**src/rtl/sercfg_pkg.sv**
```systemverilog
package sercfg_pkg;
  localparam logic [7:0] MODE_MASK = 8'h7B;
  localparam logic [7:0] CTRL_MASK = 8'hFA;
  localparam logic [7:0] PORT_MASK = 8'hF3;
  localparam logic [7:0] RATE_RST  = 8'hFF;
  localparam logic [7:0] CTRL_RST  = 8'h20;

  typedef enum logic [3:0] {
    SEL_MODE, SEL_RATE, SEL_CTRL, SEL_TDR, SEL_STAT,
    SEL_RDR, SEL_FCR, SEL_CNT, SEL_PORT, SEL_LINE, SEL_NONE
  } sel_e;

  typedef struct packed {
    logic tend;
    logic tde;
    logic brk;
    logic rxf;
    logic dr;
  } flags_t;

  function automatic sel_e decode(input logic [31:0] offs);
    case (offs)
      32'h00: decode = SEL_MODE;
      32'h04: decode = SEL_RATE;
      32'h08: decode = SEL_CTRL;
      32'h0C: decode = SEL_TDR;
      32'h10: decode = SEL_STAT;
      32'h14: decode = SEL_RDR;
      32'h18: decode = SEL_FCR;
      32'h1C: decode = SEL_CNT;
      32'h20: decode = SEL_PORT;
      32'h24: decode = SEL_LINE;
      default: decode = SEL_NONE;
    endcase
  endfunction

  function automatic logic [15:0] pack_status(input flags_t f);
    pack_status = {9'b0, f.tend, f.tde, f.brk, 2'b00, f.rxf, f.dr};
  endfunction
endpackage

```
**src/rtl/sercfg_ctrl.sv**
```systemverilog
module sercfg_ctrl
  import sercfg_pkg::*;
#(
  parameter int BUS_W      = 16,
  parameter int FIFO_DEPTH = 16,
  parameter int CNT_W      = 5
) (
  input  logic             clk,
  input  logic             rst_n,
  input  logic             wr,
  input  sel_e             sel,
  input  logic [BUS_W-1:0] wdata,
  output logic [7:0]       mode_q,
  output logic [7:0]       rate_q,
  output logic [7:0]       ctrl_q,
  output logic [7:0]       port_q,
  output logic [BUS_W-1:0] fcr_q,
  output logic             tx_valid,
  output logic [7:0]       tx_data,
  output logic             rx_clr,
  output logic [CNT_W-1:0] rx_trig
);
  always_ff @(posedge clk) begin
    if (!rst_n) begin
      mode_q   <= '0;
      rate_q   <= RATE_RST;
      ctrl_q   <= CTRL_RST;
      port_q   <= '0;
      fcr_q    <= '0;
      tx_valid <= 1'b0;
      tx_data  <= '0;
      rx_clr   <= 1'b0;
    end else begin
      tx_valid <= 1'b0;
      rx_clr   <= 1'b0;
      if (wr) begin
        case (sel)
          SEL_MODE: mode_q <= wdata[7:0] & MODE_MASK;
          SEL_RATE: rate_q <= wdata[7:0];
          SEL_CTRL: ctrl_q <= wdata[7:0] & CTRL_MASK;
          SEL_PORT: port_q <= wdata[7:0] & PORT_MASK;
          SEL_TDR: begin
            tx_valid <= 1'b1;
            tx_data  <= wdata[7:0];
          end
          SEL_FCR: begin
            fcr_q  <= wdata;
            rx_clr <= wdata[1];
          end
          default: ;
        endcase
      end
    end
  end

  always_comb begin
    case (fcr_q[7:6])
      2'd0:    rx_trig = CNT_W'(1);
      2'd1:    rx_trig = CNT_W'(4);
      2'd2:    rx_trig = CNT_W'(8);
      default: rx_trig = CNT_W'(FIFO_DEPTH - 2);
    endcase
  end
endmodule

```
**src/rtl/sercfg_flags.sv**
```systemverilog
module sercfg_flags
  import sercfg_pkg::*;
(
  input  logic   clk,
  input  logic   rst_n,
  input  logic   wr_stat,
  input  logic   wr_ctrl,
  input  logic   wr_tdr,
  input  logic   rd_stat,
  input  flags_t keep,
  input  logic   ctrl_w_te,
  input  logic   ctrl_w_rie,
  input  logic   te_q,
  input  logic   rie_q,
  input  logic   evt_brk,
  input  logic   evt_rxf,
  input  logic   evt_dr,
  output flags_t flags_q,
  output logic   rx_irq
);
  flags_t nxt;
  logic   irq_nxt;

  always_comb begin
    nxt = flags_q;
    if (wr_stat) nxt = flags_q & keep;
    if (wr_ctrl && !ctrl_w_te) nxt.tend = 1'b1;
    if (wr_tdr) nxt.tde = 1'b0;
    if (rd_stat && te_q) begin
      nxt.tde  = 1'b1;
      nxt.tend = 1'b1;
    end
    if (evt_brk) nxt.brk = 1'b1;
    if (evt_rxf) nxt.rxf = 1'b1;
    if (evt_dr)  nxt.dr  = 1'b1;

    irq_nxt = rx_irq;
    if ((wr_ctrl && !ctrl_w_rie) || (wr_stat && !(keep.rxf && keep.dr)))
      irq_nxt = 1'b0;
    if (evt_rxf && rie_q) irq_nxt = 1'b1;
  end

  always_ff @(posedge clk) begin
    if (!rst_n) begin
      flags_q <= '{tend: 1'b1, tde: 1'b1, brk: 1'b0, rxf: 1'b0, dr: 1'b0};
      rx_irq  <= 1'b0;
    end else begin
      flags_q <= nxt;
      rx_irq  <= irq_nxt;
    end
  end
endmodule

```
**src/rtl/sercfg_rdmux.sv**
```systemverilog
module sercfg_rdmux
  import sercfg_pkg::*;
#(
  parameter int BUS_W = 16,
  parameter int CNT_W = 5
) (
  input  logic             clk,
  input  logic             rst_n,
  input  logic             rd,
  input  sel_e             sel,
  input  logic [7:0]       mode_q,
  input  logic [7:0]       rate_q,
  input  logic [7:0]       ctrl_q,
  input  logic [7:0]       port_q,
  input  logic [BUS_W-1:0] fcr_q,
  input  flags_t           flags_q,
  input  logic [CNT_W-1:0] rx_count,
  input  logic [7:0]       rx_data,
  output logic [BUS_W-1:0] rd_data,
  output logic             rx_pop
);
  logic [BUS_W-1:0] val;
  logic             pop_nxt;

  always_comb begin
    val     = '0;
    pop_nxt = 1'b0;
    case (sel)
      SEL_MODE: val = BUS_W'(mode_q);
      SEL_RATE: val = BUS_W'(rate_q);
      SEL_CTRL: val = BUS_W'(ctrl_q);
      SEL_PORT: val = BUS_W'(port_q);
      SEL_FCR:  val = fcr_q;
      SEL_STAT: val = BUS_W'(pack_status(flags_q));
      SEL_CNT:  val = BUS_W'(rx_count);
      SEL_RDR: begin
        if (rx_count != '0) begin
          val     = BUS_W'(rx_data);
          pop_nxt = 1'b1;
        end
      end
      default: val = '0;
    endcase
  end

  always_ff @(posedge clk) begin
    if (!rst_n) begin
      rd_data <= '0;
      rx_pop  <= 1'b0;
    end else begin
      rx_pop <= rd && pop_nxt;
      if (rd) rd_data <= val;
    end
  end
endmodule

```
**src/rtl/sercfg_regs.sv**
```systemverilog
module sercfg_regs
  import sercfg_pkg::*;
#(
  parameter int ADDR_W     = 6,
  parameter int BUS_W      = 16,
  parameter int FIFO_DEPTH = 16,
  localparam int CNT_W     = $clog2(FIFO_DEPTH) + 1
) (
  input  logic              clk,
  input  logic              rst_n,
  input  logic              req_valid,
  input  logic              req_write,
  input  logic [ADDR_W-1:0] req_addr,
  input  logic [BUS_W-1:0]  req_wdata,
  output logic [BUS_W-1:0]  rd_data,
  output logic              tx_valid,
  output logic [7:0]        tx_data,
  output logic              tx_irq,
  output logic              rx_irq,
  input  logic              evt_brk,
  input  logic              evt_rxf,
  input  logic              evt_dr,
  input  logic [CNT_W-1:0]  rx_count,
  input  logic [7:0]        rx_data,
  output logic              rx_pop,
  output logic              rx_clr,
  output logic [CNT_W-1:0]  rx_trig,
  output logic [7:0]        mode_o,
  output logic [7:0]        rate_o
);
  sel_e             sel;
  logic             wr_req, rd_req;
  logic [7:0]       ctrl_q, port_q;
  logic [BUS_W-1:0] fcr_q;
  flags_t           flags_q, keep;

  assign sel    = decode(32'(req_addr));
  assign wr_req = req_valid && req_write;
  assign rd_req = req_valid && !req_write;
  assign keep   = '{tend: req_wdata[6], tde: req_wdata[5], brk: req_wdata[4],
                    rxf: req_wdata[1], dr: req_wdata[0]};
  assign tx_irq = ctrl_q[7];

  sercfg_ctrl #(.BUS_W(BUS_W), .FIFO_DEPTH(FIFO_DEPTH), .CNT_W(CNT_W)) u_ctrl (
    .clk(clk), .rst_n(rst_n), .wr(wr_req), .sel(sel), .wdata(req_wdata),
    .mode_q(mode_o), .rate_q(rate_o), .ctrl_q(ctrl_q), .port_q(port_q),
    .fcr_q(fcr_q), .tx_valid(tx_valid), .tx_data(tx_data),
    .rx_clr(rx_clr), .rx_trig(rx_trig)
  );

  sercfg_flags u_flags (
    .clk(clk), .rst_n(rst_n),
    .wr_stat(wr_req && sel == SEL_STAT),
    .wr_ctrl(wr_req && sel == SEL_CTRL),
    .wr_tdr(wr_req && sel == SEL_TDR),
    .rd_stat(rd_req && sel == SEL_STAT),
    .keep(keep), .ctrl_w_te(req_wdata[5]), .ctrl_w_rie(req_wdata[6]),
    .te_q(ctrl_q[5]), .rie_q(ctrl_q[6]),
    .evt_brk(evt_brk), .evt_rxf(evt_rxf), .evt_dr(evt_dr),
    .flags_q(flags_q), .rx_irq(rx_irq)
  );

  sercfg_rdmux #(.BUS_W(BUS_W), .CNT_W(CNT_W)) u_rdmux (
    .clk(clk), .rst_n(rst_n), .rd(rd_req), .sel(sel),
    .mode_q(mode_o), .rate_q(rate_o), .ctrl_q(ctrl_q), .port_q(port_q),
    .fcr_q(fcr_q), .flags_q(flags_q), .rx_count(rx_count), .rx_data(rx_data),
    .rd_data(rd_data), .rx_pop(rx_pop)
  );
endmodule

```
**config.mk**
```make
export PLATFORM = sky130hd
export DESIGN_NAME = sercfg_regs
export DESIGN_NICKNAME = d
export VERILOG_FILES = /design/src/rtl/sercfg_pkg.sv /design/src/rtl/sercfg_ctrl.sv /design/src/rtl/sercfg_flags.sv /design/src/rtl/sercfg_rdmux.sv /design/src/rtl/sercfg_regs.sv
export SDC_FILE = /design/constraint.sdc
export NUM_CORES = 1
export LEC_CHECK = 0
export BUFFER_PORTS_ARGS = -buffer_cell sky130_fd_sc_hd__buf_2
export CORE_AREA = 2 2 95 97
export DETAILED_ROUTE_END_ITERATION = 8
export DIE_AREA = 0 0 97 99
export HOLD_SLACK_MARGIN = 0.05
export REMOVE_ABC_BUFFERS = 1
export SYNTH_ARGS = -nofsm -noshare
export SYNTH_HDL_FRONTEND = slang
export SYNTH_SLANG_ARGS = --single-unit
```
**constraint.sdc**
```tcl
create_clock -name clk -period 3.19 [get_ports clk]
set_input_delay 0.319 -clock clk [delete_from_list [all_inputs] [get_ports clk]]
set_output_delay 0.319 -clock clk [all_outputs]
set_load 0.02 [all_outputs]
```
# [After elaboration in Yosys (flattened, before gate mapping)]
# Cells that the tools add are included.
[totals] elab_cells=88 register_bits=75
[classes] n_eq_ne=19 mux=14 n_reduce_logical=37 bitwise=2
[op_table] operator="$pmux W16 S8" count=1
[op_table] operator="$pmux W4 S10" count=1
[op_table] operator="$eq A6 B5 Y1 const B" count=4
[op_table] operator="$eq A4 B3 Y1 const B" count=4
[op_table] operator="$reduce_and A2 Y1" count=7
[op_table] operator="$logic_and A1 B1 Y1" count=13
[op_table] operator="$eq A6 B4 Y1 const B" count=2
[op_table] operator="$eq A6 B6 Y1 const B" count=2
[op_table] operator="$pmux W4 S3" count=1
[op_table] operator="$reduce_bool A2 Y1" count=5
[op_table] operator="$mux W1" count=9
[op_table] operator="$eq A4 B2 Y1 const B" count=2
[op_table] operator="$mux W8" count=1
[op_table] operator="$eq A6 B3 Y1 const B" count=1
[op_table] operator="$logic_not A6 Y1" count=1
[op_table] operator="$and A5 B5 Y5" count=1
[op_table] operator="$reduce_bool A5 Y1" count=1
[op_table] operator="$eq A4 B1 Y1 const B" count=1
[op_table] operator="$eq A4 B4 Y1 const B" count=1
[op_table] operator="$logic_not A1 Y1" count=4
[op_table] operator="$logic_not A4 Y1" count=1
[op_table] operator="$mux W4" count=1
[op_table] operator="$reduce_and A3 Y1" count=1
[op_table] operator="$reduce_or A3 Y1" count=1
[op_table] operator="other kinds (6)" count=6

# [Depth between registers and ports, before layout]
# Gate-level depths: netlist of the first run.
[depth] word_depth=8 depth_mapped=7 mapped_depth_nobuf=4

# [Modules after synthesis]
# From an unflattened synthesis of the first run, not the netlist that was laid out.
[unflattened] hier_cells=407 area_unflattened_um2=3746.1
[by_module_without_submodules] module="sercfg_ctrl" cells_per_inst=214 area_per_inst_um2=2062.0 instances=1
[by_module_without_submodules] module="sercfg_rdmux" cells_per_inst=147 area_per_inst_um2=1313.8 instances=1
[by_module_without_submodules] module="sercfg_flags" cells_per_inst=28 area_per_inst_um2=241.5 instances=1
[by_module_without_submodules] module="sercfg_regs" cells_per_inst=18 area_per_inst_um2=128.9 instances=1

# [Least setup slack after synthesis of the first run]
# OpenSTA, ideal clock, no wires.
[synth_timing] kind="input to register" start="input port req_addr[4]" end="register u_ctrl.ctrl_q[5]" setup_slack_ps=1376 path_stages=6 t_arrival_ps=1685 setup_ps=129 n_path_buf=2 path_cell_list="buf_6 > or4_4 > buf_6 > nor3_4 > mux2i_1 > nand2_1"
[synth_via] elab_chain_len=4 elab_cells_between_ends=13 cone_classes="eq/ne: 10; mux: 1; reduce/logical: 2"
[synth_rtl] element="start: declaration" line_no="sercfg_regs.sv:13" rtl="input logic [ADDR_W-1:0] req_addr,"
[synth_rtl] element="$eq A6 B6 Y1 (tied with other cells)" line_no="sercfg_pkg.sv:22" rtl="case (offs)"
[synth_rtl] element="$pmux W4 S10 *" line_no="sercfg_pkg.sv:22"
[synth_rtl] element="$eq A4 B2 Y1 *" line_no="sercfg_ctrl.sv:37" rtl="case (sel)"
[synth_rtl] element="$reduce_and A2 Y1 (no source line) *"
[synth_rtl] element="end signal: assignment" line_no="sercfg_ctrl.sv:40" rtl="SEL_CTRL: ctrl_q <= wdata[7:0] & CTRL_MASK;"
[synth_rtl] element="end: declaration" line_no="sercfg_ctrl.sv:15" rtl="output logic [7:0] ctrl_q,"
# Mark *: on every way between the ends. The rest lies on a longest branch, timed or not.
# A chain may end at the register's enable or synchronous reset.

# [Worst setup path after layout of the first run]
[layout_timing] start="input port req_addr[2]" end="register u_rdmux.rd_data[1]"
[layout_via] elab_chain_len=4 elab_cells_between_ends=20 cone_classes="eq/ne: 16; mux: 2; reduce/logical: 2"
[layout_rtl] element="$eq A6 B6 Y1 (tied with other cells)" line_no="sercfg_pkg.sv:22"
[layout_rtl] element="$pmux W4 S10 *" line_no="sercfg_pkg.sv:22"
[layout_rtl] element="$eq A4 B3 Y1 (tied with other cells)" line_no="sercfg_rdmux.sv:28" rtl="case (sel)"
[layout_rtl] element="$pmux W16 S8 *" line_no="sercfg_rdmux.sv:28"
[layout_rtl] element="end signal: assignment" line_no="sercfg_rdmux.sv:52" rtl="if (rd) rd_data <= val;"
[layout_rtl] element="end: declaration" line_no="sercfg_rdmux.sv:19" rtl="output logic [BUS_W-1:0] rd_data,"
# Marked as above.

==> impl_metrics.toml, run 1 <==
[grt]
antenna_found_initial = 0
grt_pass1_vias = 3042
overflow = 0
grt_first_pass_wirelength_mm = 16.1
grt_max_degree = 63
grt.total_usage_pct = 21.3

[routing]
wl_met2_mm = 4.70
vias_per_cell = 5.42
top_layer_used = "met4"
met1_length_mm = 4.42
via_count = 3141
routed_wl_mm = 10.0
firstDrtPassIters = 5
drc = 0
wl_per_cell_um = 17.3
met3_length_um = 666
drtAntennaViolNets = 0
drt_iter0_drc = 255

[place]
globalplace.congestion = 0.849
place_inst = 564
port_buffers = 88
dpl.hpwl_mm = 6.78

[synth]
synth_area_leader_cell = "dfxtp_1"
async_flop_share_pct = 0
synthFlopType = "dfxtp_1"
ys_warn_count = 0
synthTopCellsByArea = "dfxtp_1 (45%), mux2i_1 (11%), nand2_1 (7.7%)"
yosysMostFrequentCell = "dfxtp_1"
yosysTopAreaCellShare_pct = 45.0
ys_ff_latch = 75
ys_top_cells_by_count = "dfxtp_1 (75), nand2_1 (68), mux2i_1 (35), nor2_1 (35), a21oi_1 (33)"
synth_edf_count = 0
synth.distinct_cells = 48
syn_area_um2 = 3340
synth-seq-area-share_pct = 45.0
synthCells = 389
syn_area_per_cell_um2 = 8.58

[critical_path]
worstSetupPathType = "input pin to flop"
start_kind = "input pin"
cp.arrival_ns = 2.11
required_ns = 3.44
crit_path_max_fanout = 23
worst_setup_path_end_kind = "flop"

[layout]
nFillCells = 892
final_cells = 580
num_antenna_cells = 0
drive_gt1_share_pct = 25.8
num-nets-final = 509
area_growth_pct = 22.5

[timing]
finalCriticalPeriod_ns = 1.85
rsz0062_at_grt = "false"
worstMarginPinSlew_ns = 1.07
fmax_mhz = 540
skew_ns = 0.00723
setup_viol = 0
finalCritPeriodShare_pct = 58.1
hold_viol_final = 0
setup_tns_ns = 0
relSlewSlack_pct = 28.3
maxSlewViolCount = 0

[clock_network]
postCtsSetupRepairBufs = 0
clock_latency_ns = 0.35
ctsLongestPathBuffers = 2
clockRootBuffer = "clkbuf_8"
cts_tree = "built"
cts.repair.resized = 0
clkSinkCount = 75
cts_buffers = 9
clk_pin_slew_worst_paths_ns = 0.08
h-tree-depth = 3
postCtsHoldBufs = 0

[floorplanning]
die_x_um = 97
num_rows = 34
die_h_um = 99
ioPinCount = 92
start_util_pct = 39.0
dieArea_um2 = 9600
fp.coreArea_um2 = 8550

[power]
seq_power_share_pct = 46.6
total_leakage_power_nw = 1.69
p_clk_share_pct = 46.5
power.density_nw_per_um2 = 495
switching_share_pct = 22.5
p_sw_w = 0.000454
ir_worst_vdd_mv = 0.227
p_comb_share_pct = 6.9
internal-power_w = 0.00157

[hold_path]
hp-class = "input pin to flop"

[flow_run]
drv_cap = 0

[run_status]
status = "finished, final reports clean"
-- area by class of cell --
| cell class | instances | area, um^2 | share of cell area [%] |
|---|---|---|---|
| inverter | 10 | 37.5 | 0.919 |
| multi-input combinational | 277 | 1670 | 40.8 |
| clock buffer | 12 | 165 | 4.04 |
| timing repair buffer | 94 | 485 | 11.9 |
| tap | 108 | 135 | 3.31 |
| sequential | 75 | 1500 | 36.8 |
| clock inverter | 4 | 95.1 | 2.33 |
-- layer usage --
| metal | GRT usage, % | vias up |
|---|---|---|
| met5 | 0 | - |
| met1 | 28.4 | 1466 |
| met2 | 34.1 | 135 |
| met3 | 4.18 | 19 |
| li1 | - | 1521 |
| met4 | 8.45 | 0 |
-- kinds of logic (layout without fill, tap and decap cells) --
family / count (synthesis) / in the layout / share of synthesized area [%]
AOI/OAI and AO/OA: 73 / 73 / 14.7
buffers and inverters: 39 / 120 / 5.44
DFF: 75 / 75 / 45.0
muxes: 36 / 36 / 10.8
other: 1 / 3 / 0.112
and+or+nand+nor: 165 / 165 / 23.9
-- state kept, by name, summed over array words and instances (netlist names) --
name,flops
u_flags.rx_irq,1
u_ctrl.mode_q,6
u_flags.flags_q,5
u_ctrl.port_q,6
u_ctrl.fcr_q,16
u_rdmux.rx_pop,1
u_ctrl.rate_q,8
u_ctrl.ctrl_q,6
u_ctrl.tx_data,8
u_ctrl.tx_valid,1
u_ctrl.rx_clr,1
u_rdmux.rd_data,16
-- layout by cell type (no fill, tap or decap), types with 5 or more instances in the layout --
master and n:
buf_2 88, dfxtp_1 75, nand2_1 68, nor2_1 35
mux2i_1 35, a21oi_1 33, nand3_1 23, clkbuf_8 12
inv_1 9, a221oi_1 9, nor3_1 6, buf_4 6
and3_1 5, o21ai_0 5
-- final timing paths --
path | startpoint | end | slack, ns | cells after the start
setup / recovery | req_addr[2] | u_rdmux.rd_data[1] | 1.34 | 5
hold / removal | evt_brk | u_flags.flags_q[2] | 0.19 | 3
setup reg to reg | u_flags.flags_q[2] | u_rdmux.rd_data[4] | 1.81 | 4
hold reg to reg | u_rdmux.rd_data[8] | u_rdmux.rd_data[8] | 0.45 | 2
-- power groups by stage --
| stage | registers, W | clock network, W | logic [W] |
|---|---|---|---|
| 5_1_grt | 0.000943 | 0.000999 | 0.000151 |
| 4_1_cts | 0.000942 | 0.000953 | 0.000137 |
| 3_3_place_gp | 0.000964 | 0 | 0.000136 |
| 6_report | 0.000942 | 0.000939 | 0.000138 |
| 2_1_floorplan | 0.000965 | 0 | 0.0000584 |
| 3_5_place_dp | 0.000964 | 0 | 0.000137 |
-- critical path, stage by stage --
cell,delay [ns]
buf_2,0.27
or4_1,0.65
nor2_1,0.39
a222oi_1,0.20
a221oi_1,0.26
-- metrics by stage --
step | utilization, % | cell area [um^2] | setup slack (ns) | power [W] | hold slack [ns]
after floorplan | - | 3200 | 0.863 | 0.00102 | 0.381
after global placement | 44.7 | 3820 | 1.04 | 0.00110 | 0.440
after detailed placement | 44.7 | 3820 | 0.985 | 0.00110 | 0.441
after CTS | 47.8 | 4090 | 1.36 | 0.00203 | 0.185
after global routing | 47.8 | 4090 | 1.21 | 0.00209 | 0.196
final | 47.8 | 4090 | 1.34 | 0.00202 | 0.192
Note: power is estimated with default switching activity, not from simulation.
==> run 2, diff against run 1 <==
==> constraint.sdc (replaced) <==
create_clock -name clk -period 1.68 [get_ports clk]
set_input_delay 0.168 -clock clk [delete_from_list [all_inputs] [get_ports clk]]
set_output_delay 0.168 -clock clk [all_outputs]
set_load 0.02 [all_outputs]
==> impl_metrics.toml, run 2 (synthesis gave the netlist of run 1 again) <==
[grt]
grt_max_degree = 23
grt_first_pass_wirelength_mm = 16.8
grt_pass1_vias = 3205
antenna_found_initial = 0
grt.total_usage_pct = 22.3
overflow = 0

[timing]
setup_viol = 0
rsz0062_at_grt = "false"
worstMarginPinSlew_ns = 0.533
finalCriticalPeriod_ns = 1.45
fmax_mhz = 691
holdWs_ns = 0.0629
hold_viol_final = 0
maxSlewViolCount = 0
relSlewSlack_pct = 64.4
finalCritPeriodShare_pct = 86.2
skew_ns = 0.0108

[flow_run]
drv_cap = 0

[layout]
num-nets-final = 555
final_common_cell = "buf_2"
num_antenna_cells = 0
mostFrequentLayoutCells = "buf_2 (88), dfxtp_1 (75), nand2_1 (68), buf_4 (40)"
final_cell_area_um2 = 4450
fin_util_pct = 52.0
area_growth_pct = 33.3
drive_gt1_share_pct = 30.5
top_regs = "u_ctrl.fcr_q: 16 flops, u_rdmux.rd_data: 16 flops"

[place]
placed_area_um2 = 4140
port_buffers = 88
dpl.hpwl_mm = 7.85
globalplace.congestion = 0.893

[clock_network]
clkSinkCount = 75
ctsLongestPathBuffers = 2
cts_tree = "built"
postCtsSetupRepairBufs = 0
clock_latency_ns = 0.36
cts_buffers = 9
h-tree-depth = 3
clockRootBuffer = "clkbuf_8"
clk_pin_slew_worst_paths_ns = 0.08

[floorplanning]
num_rows = 34
ioPinCount = 92
fp.coreArea_um2 = 8550
start_util_pct = 39.0
die_h_um = 99
die_x_um = 97
dieArea_um2 = 9600

[critical_path]
start_kind = "input pin"
required_ns = 1.95
slowest_delay_ns = 0.57
slowest_stage = "or4_4"
path_buf_inv = 2
worst_setup_path_end_kind = "flop"
path_delay_family = "simple AND/OR/NAND/NOR gates"
cp_cell_sequence = "buf_2 -> or4_4 -> buf_4 -> nor2_1 -> a22oi_1 -> a221oi_1"
crit_path_max_fanout = 5
cp.arrival_ns = 1.72
worstSetupPathType = "input pin to flop"

[power]
total_leakage_power_nw = 1.89
ir_worst_vdd_mv = 0.481
power.total_w = 0.00367
power.density_nw_per_um2 = 825

[routing]
drtAntennaViolNets = 0
via_count = 3350
vias_per_cell = 5.35
firstDrtPassIters = 5
drt_iter0_drc = 174
wl_per_cell_um = 17.1
routed_wl_mm = 10.7
drc = 0

[run_status]
status = "finished, final reports clean"

[hold_path]
hp-class = "input pin to flop"
run 2: power by group:
group / switching, W / total [W] / internal (W)
Combinational: 0.000198 / 0.000327 / 0.000129
Clock: 0.000712 / 0.00155 / 0.000840
Sequential: 0.00000468 / 0.00179 / 0.00178
Total: 0.000914 / 0.00367 / 0.00275
run 2: routing by layer:
metal / part of all wire [%] / wire length, um / up-vias / track usage [%]
met5: 0 / 0 / - / 0
met4: 2.3 / 249 / 0 / 8.88
met3: 5.3 / 570 / 19 / 3.97
met2: 47 / 5020 / 118 / 36.5
met1: 45 / 4840 / 1596 / 29.4
li1: - / - / 1617 / -
run 2: per-stage QoR:
stage                     cells  setup WS [ns]  setup TNS, ns
after floorplan             362         -0.496          -4.32
after global placement      601         -0.138         -0.531
after detailed placement    601         -0.169          -1.01
after CTS                   626          0.197              0
after global routing        626          0.108              0
final                       626          0.232              0
run 2: timing repair:
| item | in CTS | in global routing |
|---|---|---|
| endpoints found under the hold margin | 9 | 0 |
| hold buffers | 9 | 0 |
| endpoints found under the setup margin | 0 | 1 |
| gates resized for setup | 0 | 1 |
run 2: path summary, 6_finish.rpt:
check,start,end,slack (ns),cells past startpoint
setup reg to reg,u_flags.flags_q[2],u_rdmux.rd_data[4],0.35,4
hold / removal,req_wdata[9],u_ctrl.fcr_q[9],0.06,3
hold reg to reg,u_rdmux.rd_data[8],u_rdmux.rd_data[8],0.45,2
setup / recovery,req_addr[4],u_rdmux.rd_data[3],0.23,6
run 2: worst register-to-register path, stage by stage, from the launching register on:
cell,delay (ns)
dfxtp_1,0.34
or3b_2,0.45
a21oi_1,0.16
a211oi_1,0.06
a221oi_1,0.23
run 2: layout make-up:
class	instances	area, um^2
inverter	10	37.5
clock buffer	10	128
clock inverter	6	88.8
multi-input combinational	277	1670
tap	108	135
timing repair buffer	140	891
fill	846	4100
sequential	75	1500
